File: src/rtl/errbank_pkg.sv
// Shared definitions for the sticky error status bank.
// Assumes: a 2-bit address space and 8-bit registers.
package errbank_pkg;

    localparam int DATA_W = 8;
    localparam int ADDR_W = 2;

    localparam logic [ADDR_W-1:0] ADDR_FAN   = 2'd0;
    localparam logic [ADDR_W-1:0] ADDR_ENV   = 2'd1;
    localparam logic [ADDR_W-1:0] ADDR_FIXED = 2'd2;

    // Sleep state codes as driven on the slp_state_i port.
    typedef enum logic [1:0] {
        SLP_S0  = 2'd0,
        SLP_S1  = 2'd1,
        SLP_S3  = 2'd2,
        SLP_S45 = 2'd3
    } slp_state_e;

    // Per event class: forced mask and optional mask, for each sleep state.
    typedef struct packed {
        logic s1_force;
        logic s1_opt;
        logic s3_force;
        logic s3_opt;
        logic s45_force;
        logic s45_opt;
    } mask_policy_t;

    localparam mask_policy_t POL_FAN   = '{s1_force: 1'b0, s1_opt: 1'b1,
                                           s3_force: 1'b0, s3_opt: 1'b1,
                                           s45_force: 1'b1, s45_opt: 1'b0};
    localparam mask_policy_t POL_ZONE  = '{s1_force: 1'b0, s1_opt: 1'b0,
                                           s3_force: 1'b1, s3_opt: 1'b0,
                                           s45_force: 1'b1, s45_opt: 1'b0};
    localparam mask_policy_t POL_VRHOT = '{s1_force: 1'b0, s1_opt: 1'b0,
                                           s3_force: 1'b0, s3_opt: 1'b1,
                                           s45_force: 1'b0, s45_opt: 1'b1};

endpackage

File: src/rtl/errbank_tach_cmp.sv
// Tachometer over-limit detector: one strict greater-than compare per fan.
// Assumes: counts and limits are packed fan 0 in the lowest slice.
module errbank_tach_cmp #(
    parameter int NUM_FAN = 4,
    parameter int TACH_W  = 8
) (
    input  logic [NUM_FAN*TACH_W-1:0] count_i,
    input  logic [NUM_FAN*TACH_W-1:0] limit_i,
    output logic [NUM_FAN-1:0]        over_o
);

    for (genvar f = 0; f < NUM_FAN; f++) begin : g_fan
        // Flag a fan whose count exceeds its limit (equal is not a fault).
        always_comb begin
            over_o[f] = count_i[f*TACH_W +: TACH_W] > limit_i[f*TACH_W +: TACH_W];
        end
    end

endmodule

File: src/rtl/errbank_sleep_gate.sv
// Sleep-state qualifier for one class of events: it passes a condition as a
// set request unless the current sleep state masks it, either always or
// through the optional mask bit of that state.
// Assumes: the mask policy is fixed per class at elaboration.
module errbank_sleep_gate
    import errbank_pkg::*;
#(
    parameter int           N      = 4,
    parameter mask_policy_t POLICY = '0
) (
    input  slp_state_e     slp_i,
    input  logic [N-1:0]   opt_s1_i,
    input  logic [N-1:0]   opt_s3_i,
    input  logic [N-1:0]   opt_s45_i,
    input  logic [N-1:0]   cond_i,
    output logic [N-1:0]   set_req_o
);

    logic [N-1:0] masked;

    for (genvar i = 0; i < N; i++) begin : g_bit
        // Decide whether event i is suppressed in the present sleep state.
        always_comb begin
            unique case (slp_i)
                SLP_S1:  masked[i] = POLICY.s1_force  | (POLICY.s1_opt  & opt_s1_i[i]);
                SLP_S3:  masked[i] = POLICY.s3_force  | (POLICY.s3_opt  & opt_s3_i[i]);
                SLP_S45: masked[i] = POLICY.s45_force | (POLICY.s45_opt & opt_s45_i[i]);
                default: masked[i] = 1'b0;
            endcase
        end

        // Forward an unmasked condition as a set request.
        always_comb begin
            set_req_o[i] = cond_i[i] & ~masked[i];
        end
    end

endmodule

File: src/rtl/errbank_sticky_reg.sv
// One sticky status register with write-one-to-clear. A clear is refused
// while the raw condition of that bit is present, and a set wins over a
// clear. Bits outside VALID are held at 0.
// Assumes: set_req is already qualified by sleep masking. cond is raw.
module errbank_sticky_reg #(
    parameter int             W     = 8,
    parameter logic [W-1:0]   VALID = '1
) (
    input  logic         clk,
    input  logic         rst_n,
    input  logic [W-1:0] set_req_i,
    input  logic [W-1:0] cond_i,
    input  logic [W-1:0] clr_i,
    output logic [W-1:0] q_o
);

    logic [W-1:0] q_q;
    logic [W-1:0] q_d;
    logic [W-1:0] clr_ok;

    // A clear is honoured only for bits whose condition is gone.
    always_comb begin
        clr_ok = clr_i & ~cond_i;
    end

    // Next state: set has priority, otherwise hold unless cleared.
    always_comb begin
        q_d = VALID & (set_req_i | (q_q & ~clr_ok));
    end

    // Status storage with synchronous reset to zero.
    always_ff @(posedge clk) begin
        if (!rst_n) begin
            q_q <= '0;
        end else begin
            q_q <= q_d;
        end
    end

    assign q_o = q_q;

    for (genvar i = 0; i < W; i++) begin : g_chk
        if (VALID[i]) begin : g_valid
            assert_set_capture_R1: assert property (@(posedge clk) disable iff (!rst_n)
                set_req_i[i] |=> q_o[i]);
            assert_sticky_hold_R1: assert property (@(posedge clk) disable iff (!rst_n)
                (q_o[i] && !clr_i[i]) |=> q_o[i]);
            assert_w1c_clears_R2: assert property (@(posedge clk) disable iff (!rst_n)
                (clr_i[i] && !cond_i[i] && !set_req_i[i]) |=> !q_o[i]);
            assert_clear_refused_R3: assert property (@(posedge clk) disable iff (!rst_n)
                (q_o[i] && cond_i[i]) |=> q_o[i]);
        end
    end

endmodule

File: src/rtl/err_status_bank.sv
// Sticky error status bank: fan, zone/regulator-hot and fixed-trip status
// registers, sleep-state capture qualification, register read mux and the
// summary error flag (fixed-trip group excluded).
// Assumes: NUM_ZONE + NUM_VRHOT <= 8, NUM_FAN <= 8 and NUM_FIXED <= 8.
module err_status_bank
    import errbank_pkg::*;
#(
    parameter int NUM_FAN   = 4,
    parameter int TACH_W    = 8,
    parameter int NUM_ZONE  = 4,
    parameter int NUM_VRHOT = 2,
    parameter int NUM_FIXED = 2,
    localparam int MASK_W   = NUM_FAN + NUM_ZONE + NUM_VRHOT
) (
    input  logic                      clk,
    input  logic                      rst_n,
    input  logic                      wr_en_i,
    input  logic [ADDR_W-1:0]         addr_i,
    input  logic [DATA_W-1:0]         wdata_i,
    output logic [DATA_W-1:0]         rdata_o,
    output logic                      host_err_o,
    input  logic [1:0]                slp_state_i,
    input  logic [MASK_W-1:0]         opt_mask_s1_i,
    input  logic [MASK_W-1:0]         opt_mask_s3_i,
    input  logic [MASK_W-1:0]         opt_mask_s45_i,
    input  logic [NUM_FAN*TACH_W-1:0] fan_count_i,
    input  logic [NUM_FAN*TACH_W-1:0] fan_limit_i,
    input  logic [NUM_ZONE-1:0]       zone_oor_i,
    input  logic [NUM_VRHOT-1:0]      vrhot_i,
    input  logic [NUM_FIXED-1:0]      fixed_trip_i
);

    localparam int ZONE_MB  = NUM_FAN;
    localparam int VRHOT_MB = NUM_FAN + NUM_ZONE;
    localparam int VRHOT_SB = NUM_ZONE;
    localparam logic [DATA_W-1:0] FAN_VALID   = DATA_W'((1 << NUM_FAN) - 1);
    localparam logic [DATA_W-1:0] ENV_VALID   = DATA_W'((1 << (NUM_ZONE + NUM_VRHOT)) - 1);
    localparam logic [DATA_W-1:0] FIXED_VALID = DATA_W'((1 << NUM_FIXED) - 1);

    slp_state_e slp;
    assign slp = slp_state_e'(slp_state_i);

    logic [NUM_FAN-1:0]   fan_over;
    logic [NUM_FAN-1:0]   fan_set_n;
    logic [NUM_ZONE-1:0]  zone_set_n;
    logic [NUM_VRHOT-1:0] vrhot_set_n;

    logic [DATA_W-1:0] fan_cond,  fan_set,  fan_clr,  fan_q;
    logic [DATA_W-1:0] env_cond,  env_set,  env_clr,  env_q;
    logic [DATA_W-1:0] fix_cond,  fix_set,  fix_clr,  fix_q;

    errbank_tach_cmp #(
        .NUM_FAN (NUM_FAN),
        .TACH_W  (TACH_W)
    ) tach_cmp_i (
        .count_i (fan_count_i),
        .limit_i (fan_limit_i),
        .over_o  (fan_over)
    );

    errbank_sleep_gate #(
        .N      (NUM_FAN),
        .POLICY (POL_FAN)
    ) fan_gate_i (
        .slp_i     (slp),
        .opt_s1_i  (opt_mask_s1_i[NUM_FAN-1:0]),
        .opt_s3_i  (opt_mask_s3_i[NUM_FAN-1:0]),
        .opt_s45_i (opt_mask_s45_i[NUM_FAN-1:0]),
        .cond_i    (fan_over),
        .set_req_o (fan_set_n)
    );

    errbank_sleep_gate #(
        .N      (NUM_ZONE),
        .POLICY (POL_ZONE)
    ) zone_gate_i (
        .slp_i     (slp),
        .opt_s1_i  (opt_mask_s1_i[ZONE_MB +: NUM_ZONE]),
        .opt_s3_i  (opt_mask_s3_i[ZONE_MB +: NUM_ZONE]),
        .opt_s45_i (opt_mask_s45_i[ZONE_MB +: NUM_ZONE]),
        .cond_i    (zone_oor_i),
        .set_req_o (zone_set_n)
    );

    errbank_sleep_gate #(
        .N      (NUM_VRHOT),
        .POLICY (POL_VRHOT)
    ) vrhot_gate_i (
        .slp_i     (slp),
        .opt_s1_i  (opt_mask_s1_i[VRHOT_MB +: NUM_VRHOT]),
        .opt_s3_i  (opt_mask_s3_i[VRHOT_MB +: NUM_VRHOT]),
        .opt_s45_i (opt_mask_s45_i[VRHOT_MB +: NUM_VRHOT]),
        .cond_i    (vrhot_i),
        .set_req_o (vrhot_set_n)
    );

    // Place fan conditions and set requests at their register bit positions.
    always_comb begin
        fan_cond = '0;
        fan_set  = '0;
        fan_cond[NUM_FAN-1:0] = fan_over;
        fan_set[NUM_FAN-1:0]  = fan_set_n;
    end

    // Place zone and regulator-hot bits in the shared environment register.
    always_comb begin
        env_cond = '0;
        env_set  = '0;
        env_cond[NUM_ZONE-1:0]               = zone_oor_i;
        env_set[NUM_ZONE-1:0]                = zone_set_n;
        env_cond[VRHOT_SB +: NUM_VRHOT]      = vrhot_i;
        env_set[VRHOT_SB +: NUM_VRHOT]       = vrhot_set_n;
    end

    // Fixed-trip events are never sleep-masked.
    always_comb begin
        fix_cond = '0;
        fix_cond[NUM_FIXED-1:0] = fixed_trip_i;
        fix_set  = fix_cond;
    end

    // Steer write data to the addressed register as clear requests.
    always_comb begin
        fan_clr = (wr_en_i && addr_i == ADDR_FAN)   ? wdata_i : '0;
        env_clr = (wr_en_i && addr_i == ADDR_ENV)   ? wdata_i : '0;
        fix_clr = (wr_en_i && addr_i == ADDR_FIXED) ? wdata_i : '0;
    end

    errbank_sticky_reg #(
        .W     (DATA_W),
        .VALID (FAN_VALID)
    ) fan_reg_i (
        .clk       (clk),
        .rst_n     (rst_n),
        .set_req_i (fan_set),
        .cond_i    (fan_cond),
        .clr_i     (fan_clr),
        .q_o       (fan_q)
    );

    errbank_sticky_reg #(
        .W     (DATA_W),
        .VALID (ENV_VALID)
    ) env_reg_i (
        .clk       (clk),
        .rst_n     (rst_n),
        .set_req_i (env_set),
        .cond_i    (env_cond),
        .clr_i     (env_clr),
        .q_o       (env_q)
    );

    errbank_sticky_reg #(
        .W     (DATA_W),
        .VALID (FIXED_VALID)
    ) fix_reg_i (
        .clk       (clk),
        .rst_n     (rst_n),
        .set_req_i (fix_set),
        .cond_i    (fix_cond),
        .clr_i     (fix_clr),
        .q_o       (fix_q)
    );

    // Combinational read mux. The unused address reads zero.
    always_comb begin
        unique case (addr_i)
            ADDR_FAN:   rdata_o = fan_q;
            ADDR_ENV:   rdata_o = env_q;
            ADDR_FIXED: rdata_o = fix_q;
            default:    rdata_o = '0;
        endcase
    end

    // Summary flag over fan and environment flags only.
    always_comb begin
        host_err_o = |{fan_q, env_q};
    end

    // Forced masks keep clear flags clear across the masked sleep states.
    for (genvar f = 0; f < NUM_FAN; f++) begin : g_fan_chk
        assert_fan_forced_mask_R7: assert property (@(posedge clk) disable iff (!rst_n)
            (slp == SLP_S45 && !fan_q[f]) |=> !fan_q[f]);
    end
    for (genvar z = 0; z < NUM_ZONE; z++) begin : g_zone_chk
        assert_zone_forced_mask_R7: assert property (@(posedge clk) disable iff (!rst_n)
            ((slp == SLP_S3 || slp == SLP_S45) && !env_q[z]) |=> !env_q[z]);
    end
    assert_fixed_excluded_R10: assert property (@(posedge clk) disable iff (!rst_n)
        (fan_q == '0 && env_q == '0) |-> !host_err_o);
    assert_reset_clears_R6: assert property (@(posedge clk)
        !rst_n |=> (fan_q == '0 && env_q == '0 && fix_q == '0));

endmodule

File: config.mk
export PLATFORM = sky130hd
export DESIGN_NAME = err_status_bank
export DESIGN_NICKNAME = d
export VERILOG_FILES = /design/src/rtl/errbank_pkg.sv /design/src/rtl/errbank_tach_cmp.sv /design/src/rtl/errbank_sleep_gate.sv /design/src/rtl/errbank_sticky_reg.sv /design/src/rtl/err_status_bank.sv
export SDC_FILE = /design/constraint.sdc
export NUM_CORES = 1
export LEC_CHECK = 0
export BUFFER_PORTS_ARGS = -buffer_cell sky130_fd_sc_hd__clkbuf_2
export CORE_MARGIN = 2
export CORE_UTILIZATION = 25
export DETAILED_ROUTE_END_ITERATION = 16
export PLACE_DENSITY = 0.61
export SLEW_MARGIN = 10
export SYNTH_ARGS = -nofsm -noshare
export SYNTH_HDL_FRONTEND = slang
export SYNTH_SLANG_ARGS = --single-unit
export TNS_END_PERCENT = 5
File: constraint.sdc
create_clock -name clk -period 1.9 [get_ports clk]
set_input_delay 0.38 -clock clk [delete_from_list [all_inputs] [get_ports clk]]
set_output_delay 0.38 -clock clk [all_outputs]
set_load 0.03 [all_outputs]
==> summary.md <==
| Metric | Value |
|---|---|
| Width of the die | 81.8 um |
| Part of the Yosys area used for sequential elements | 0.159 |
| Total number of vias | 1689 |
| Maximum clock frequency | 633 MHz |
| Comb pwr share | 0.391 |
| CTS tree | yes |
| Remaining DRCs | 0 |
| Chip height | 81.8 um |
| GPL Wtd Cong | 0.742 |
| Seq pwr share | 0.315 |
| WHS Path Cells | 3 |
| Final core utilization | 0.363 |
| Crit path buf inv count | 1 |
| Clock Sinks | 12 |
| Final count of pins violating max slew | 0 |
| Xor and xnor fraction of the mapped netlist area | 0 |
| Initial Utilization | 0.257 |
| Initial antenna violation count | 0 |
| Site Rows | 28 |
| Longest Clk Path Bufs | 2 |
| Max Clock Skew | 0 ps |
| Design Power | 938 uW |
| # fillers | 656 |
| Internal power | 640 uW |
| Pwr Density | 439 nW/um^2 |
| Nets@finish | 458 |
| Reg2reg setup slack | 1090 ps |
| Setup_tns | 0 ps |
| Delay-heaviest family, CP | simple AND/OR/NAND/NOR gates |
| Mapped cell area | 1510 sq um |
| Vias per cell | 4.41 |
| Peak VDD IR | 0.000158 V |
| Clk slew on worst S/H paths | 50 ps |
| Leakage | 1.21 nW |
| H-tree Lvls | 1 |
| Min cycle time layout | 1580 ps |
| Worst path required time | 1520 ps |
| Post-route antenna net violation count | 0 |
| HP Start | fixed_trip_i[0] |
| Switching share of power | 0.318 |
| Syn Area/Cell | 7.34 sq um |
| Arrival @ worst endpoint | 1200 ps |
| Crit path cell chain | nor4_1, nand3_1, clkbuf_2 |
| DR iter-0 viols | 58 |
| Final setup violation count | 0 |
| First-pass iteration count of the detailed router | 4 |
| Die area | 6690 sq um |
| RSZ-0062 raised after global routing | false |
| Status | completed |
| Multi-input gate area | 1100 sq um |
| Largest family of logic cells by synthesized area | adder cells |
| MaxCap Viol Count | 0 |
| Num CTS Buffers | 3 |
| Cell at the slowest stage of the critical path | dfxtp_1 |
| First-pass GRT wire length | 6.58 mm |
| Synth Area in Adders | 0.265 |
| # hold bufs at CTS | 0 |
| Buffer count from post-CTS setup fixing | 0 |
| Antenna cells | 0 |
| Share of cells above drive strength 1 | 0.364 |
| Core area | 5890 sq um |
| CTS resizes | 0 |
| Post-synth cell types | 29 |
| Post-synthesis simple-gate area fraction | 0.199 |
| Largest net degree at the start of global routing | 13 |
| PortBufs | 103 |
| Overall routed net length | 4.06 mm |
| Clk root buf | clkbuf_8 |
| Worst skew pair latency | 240 ps |
| DP HPWL | 3.69 mm |
| Worst r2r src | env_reg_i.q_o[4] |
| Post-synthesis mux area share | 0.0397 |
| R2r endpoint | env_reg_i.q_o[4] |
| CP endpoint kind | output pin |
| Startpoint types | flip-flop |
| Area Overhead vs Synth | 41.3% |
| Worst stage delay on the critical path | 340 ps |
| Hold Path Class | in2reg |
| Synthesized instance count | 206 |
| CP Max Fanout | 4 |
| Fin crit share | 0.831 |
| Psw | 298 uW |
| Synth Area in Compound Gates | 0.219 |
| Yosys Warn Count | 0 |
| Vias in the first global route | 1531 |
| Final Worst Setup Slack | 321 ps |
| Worst slack, placed | 364 ps |
| GRT overflow | 0 |
| Total global-route track usage | 0.124 |
| Top-Level Pins | 126 |
| Synth Register Bits | 12 |
| Worst Reg-to-Reg Cells | 2 |
| Register area | 240 sq um |
| Part of the power in the clock network | 0.294 |
| WHS Endpoint | fix_reg_i.q_o[0] |
| Crit Path Category | reg2out |
| WL/cell | 10.6 um |
| Final-report hold violation count | 0 |
-- power by group through the flow --
stage | Sequential, mW | Combinational [mW] | Clock, mW
after floorplan | 0.293 | 0.224 | 0
after global placement | 0.300 | 0.365 | 0
after detailed placement | 0.301 | 0.371 | 0
after CTS | 0.295 | 0.374 | 0.289
after global routing | 0.298 | 0.429 | 0.297
final | 0.295 | 0.367 | 0.276
-- flip-flops by register name, indices dropped and copies added, names as in the netlist --
register	flops
fan_reg_i.q_o	4
fix_reg_i.q_o	2
env_reg_i.q_o	6
-- kinds of logic (layout without fill, tap and decap cells) --
group	after synthesis	after routing
AO/OA/AOI/OAI	57	57
adder cells (fa/ha/maj)	32	32
buffers and inverters	40	141
flip-flops	12	12
multiplexers	6	6
other	1	2
AND/OR/NAND/NOR	58	58
-- worst min-delay path, cell delays in order --
cell      delay [ps]
clkbuf_2          80
a21oi_1           30
nor2b_1           80
-- metal layers --
layer	part of all wire	vias to the layer above	global-route usage	wire length, um
met2	0.46	59	0.206	1860
met1	0.43	707	0.160	1760
li1	-	917	-	-
met5	0	-	0	0
met4	0.013	0	0.0350	51
met3	0.096	6	0.0286	389
-- cell usage after synthesis --
cell | instances | area [sq um]
nor4_1 | 2 | 12.5
nand4_1 | 8 | 50.1
nor3b_2 | 1 | 12.5
o31ai_1 | 5 | 37.5
conb_1 | 1 | 3.75
and3b_1 | 1 | 8.76
a21boi_1 | 5 | 37.5
o211ai_1 | 4 | 30.0
nor2b_1 | 7 | 43.8
buf_6 | 2 | 22.5
a21boi_2 | 1 | 11.3
nor2_1 | 7 | 26.3
dfxtp_1 | 12 | 240
nand2_2 | 1 | 6.26
ha_1 | 32 | 400
o22ai_1 | 4 | 25.0
o21ai_0 | 11 | 55.1
nand2_1 | 21 | 78.8
buf_2 | 2 | 10.0
and2_1 | 2 | 12.5
nor2b_4 | 1 | 13.8
nand3_1 | 6 | 30.0
a21oi_1 | 26 | 130
o21ai_1 | 1 | 5.00
buf_4 | 2 | 15.0
clkbuf_1 | 1 | 3.75
mux2i_1 | 6 | 60.1
inv_1 | 33 | 124
nand2b_1 | 1 | 6.26
-- through the flow --
step,std cells,cell area [sq um],hold WS (ps)
detailed placement,379,2080,479
global route,383,2140,372
CTS,383,2140,370
global placement,379,2080,466
finish,383,2140,374
floorplan,207,1520,453
-- worst max-delay path by stage --
| stage | to | startpoint | depth (start not counted) |
|---|---|---|---|
| 6_report | host_err_o | fan_reg_i.q_o[2] | 3 |
| 3_3_place_gp | rdata_o[5] | addr_i[0] | 4 |
| 3_5_place_dp | rdata_o[5] | addr_i[0] | 4 |
| 2_1_floorplan | rdata_o[1] | addr_i[0] | 3 |
| 5_1_grt | host_err_o | fan_reg_i.q_o[2] | 3 |
| 4_1_cts | host_err_o | env_reg_i.q_o[0] | 3 |
-- cell usage in the layout, fill, tap and decap left out, drive strengths merged --
cell / count
o21ai: 12
buf: 1
nor4: 2
nand3: 6
dfxtp: 12
ha: 32
and2: 2
nand4: 8
a21oi: 26
and3b: 1
nand2: 22
inv: 33
nor3b: 1
o22ai: 4
nand2b: 1
nor2b: 8
o211ai: 4
conb: 2
a21boi: 6
mux2i: 6
clkbuf: 107
o31ai: 5
nor2: 7
-- final cells by class --
cell class,instances,area share
inverter,33,0.0580
tap,75,0.0439
timing repair buffer,104,0.245
multi-input combinational,155,0.515
sequential,12,0.112
clock buffer,4,0.0258
Power figures use the tool's default switching activity.
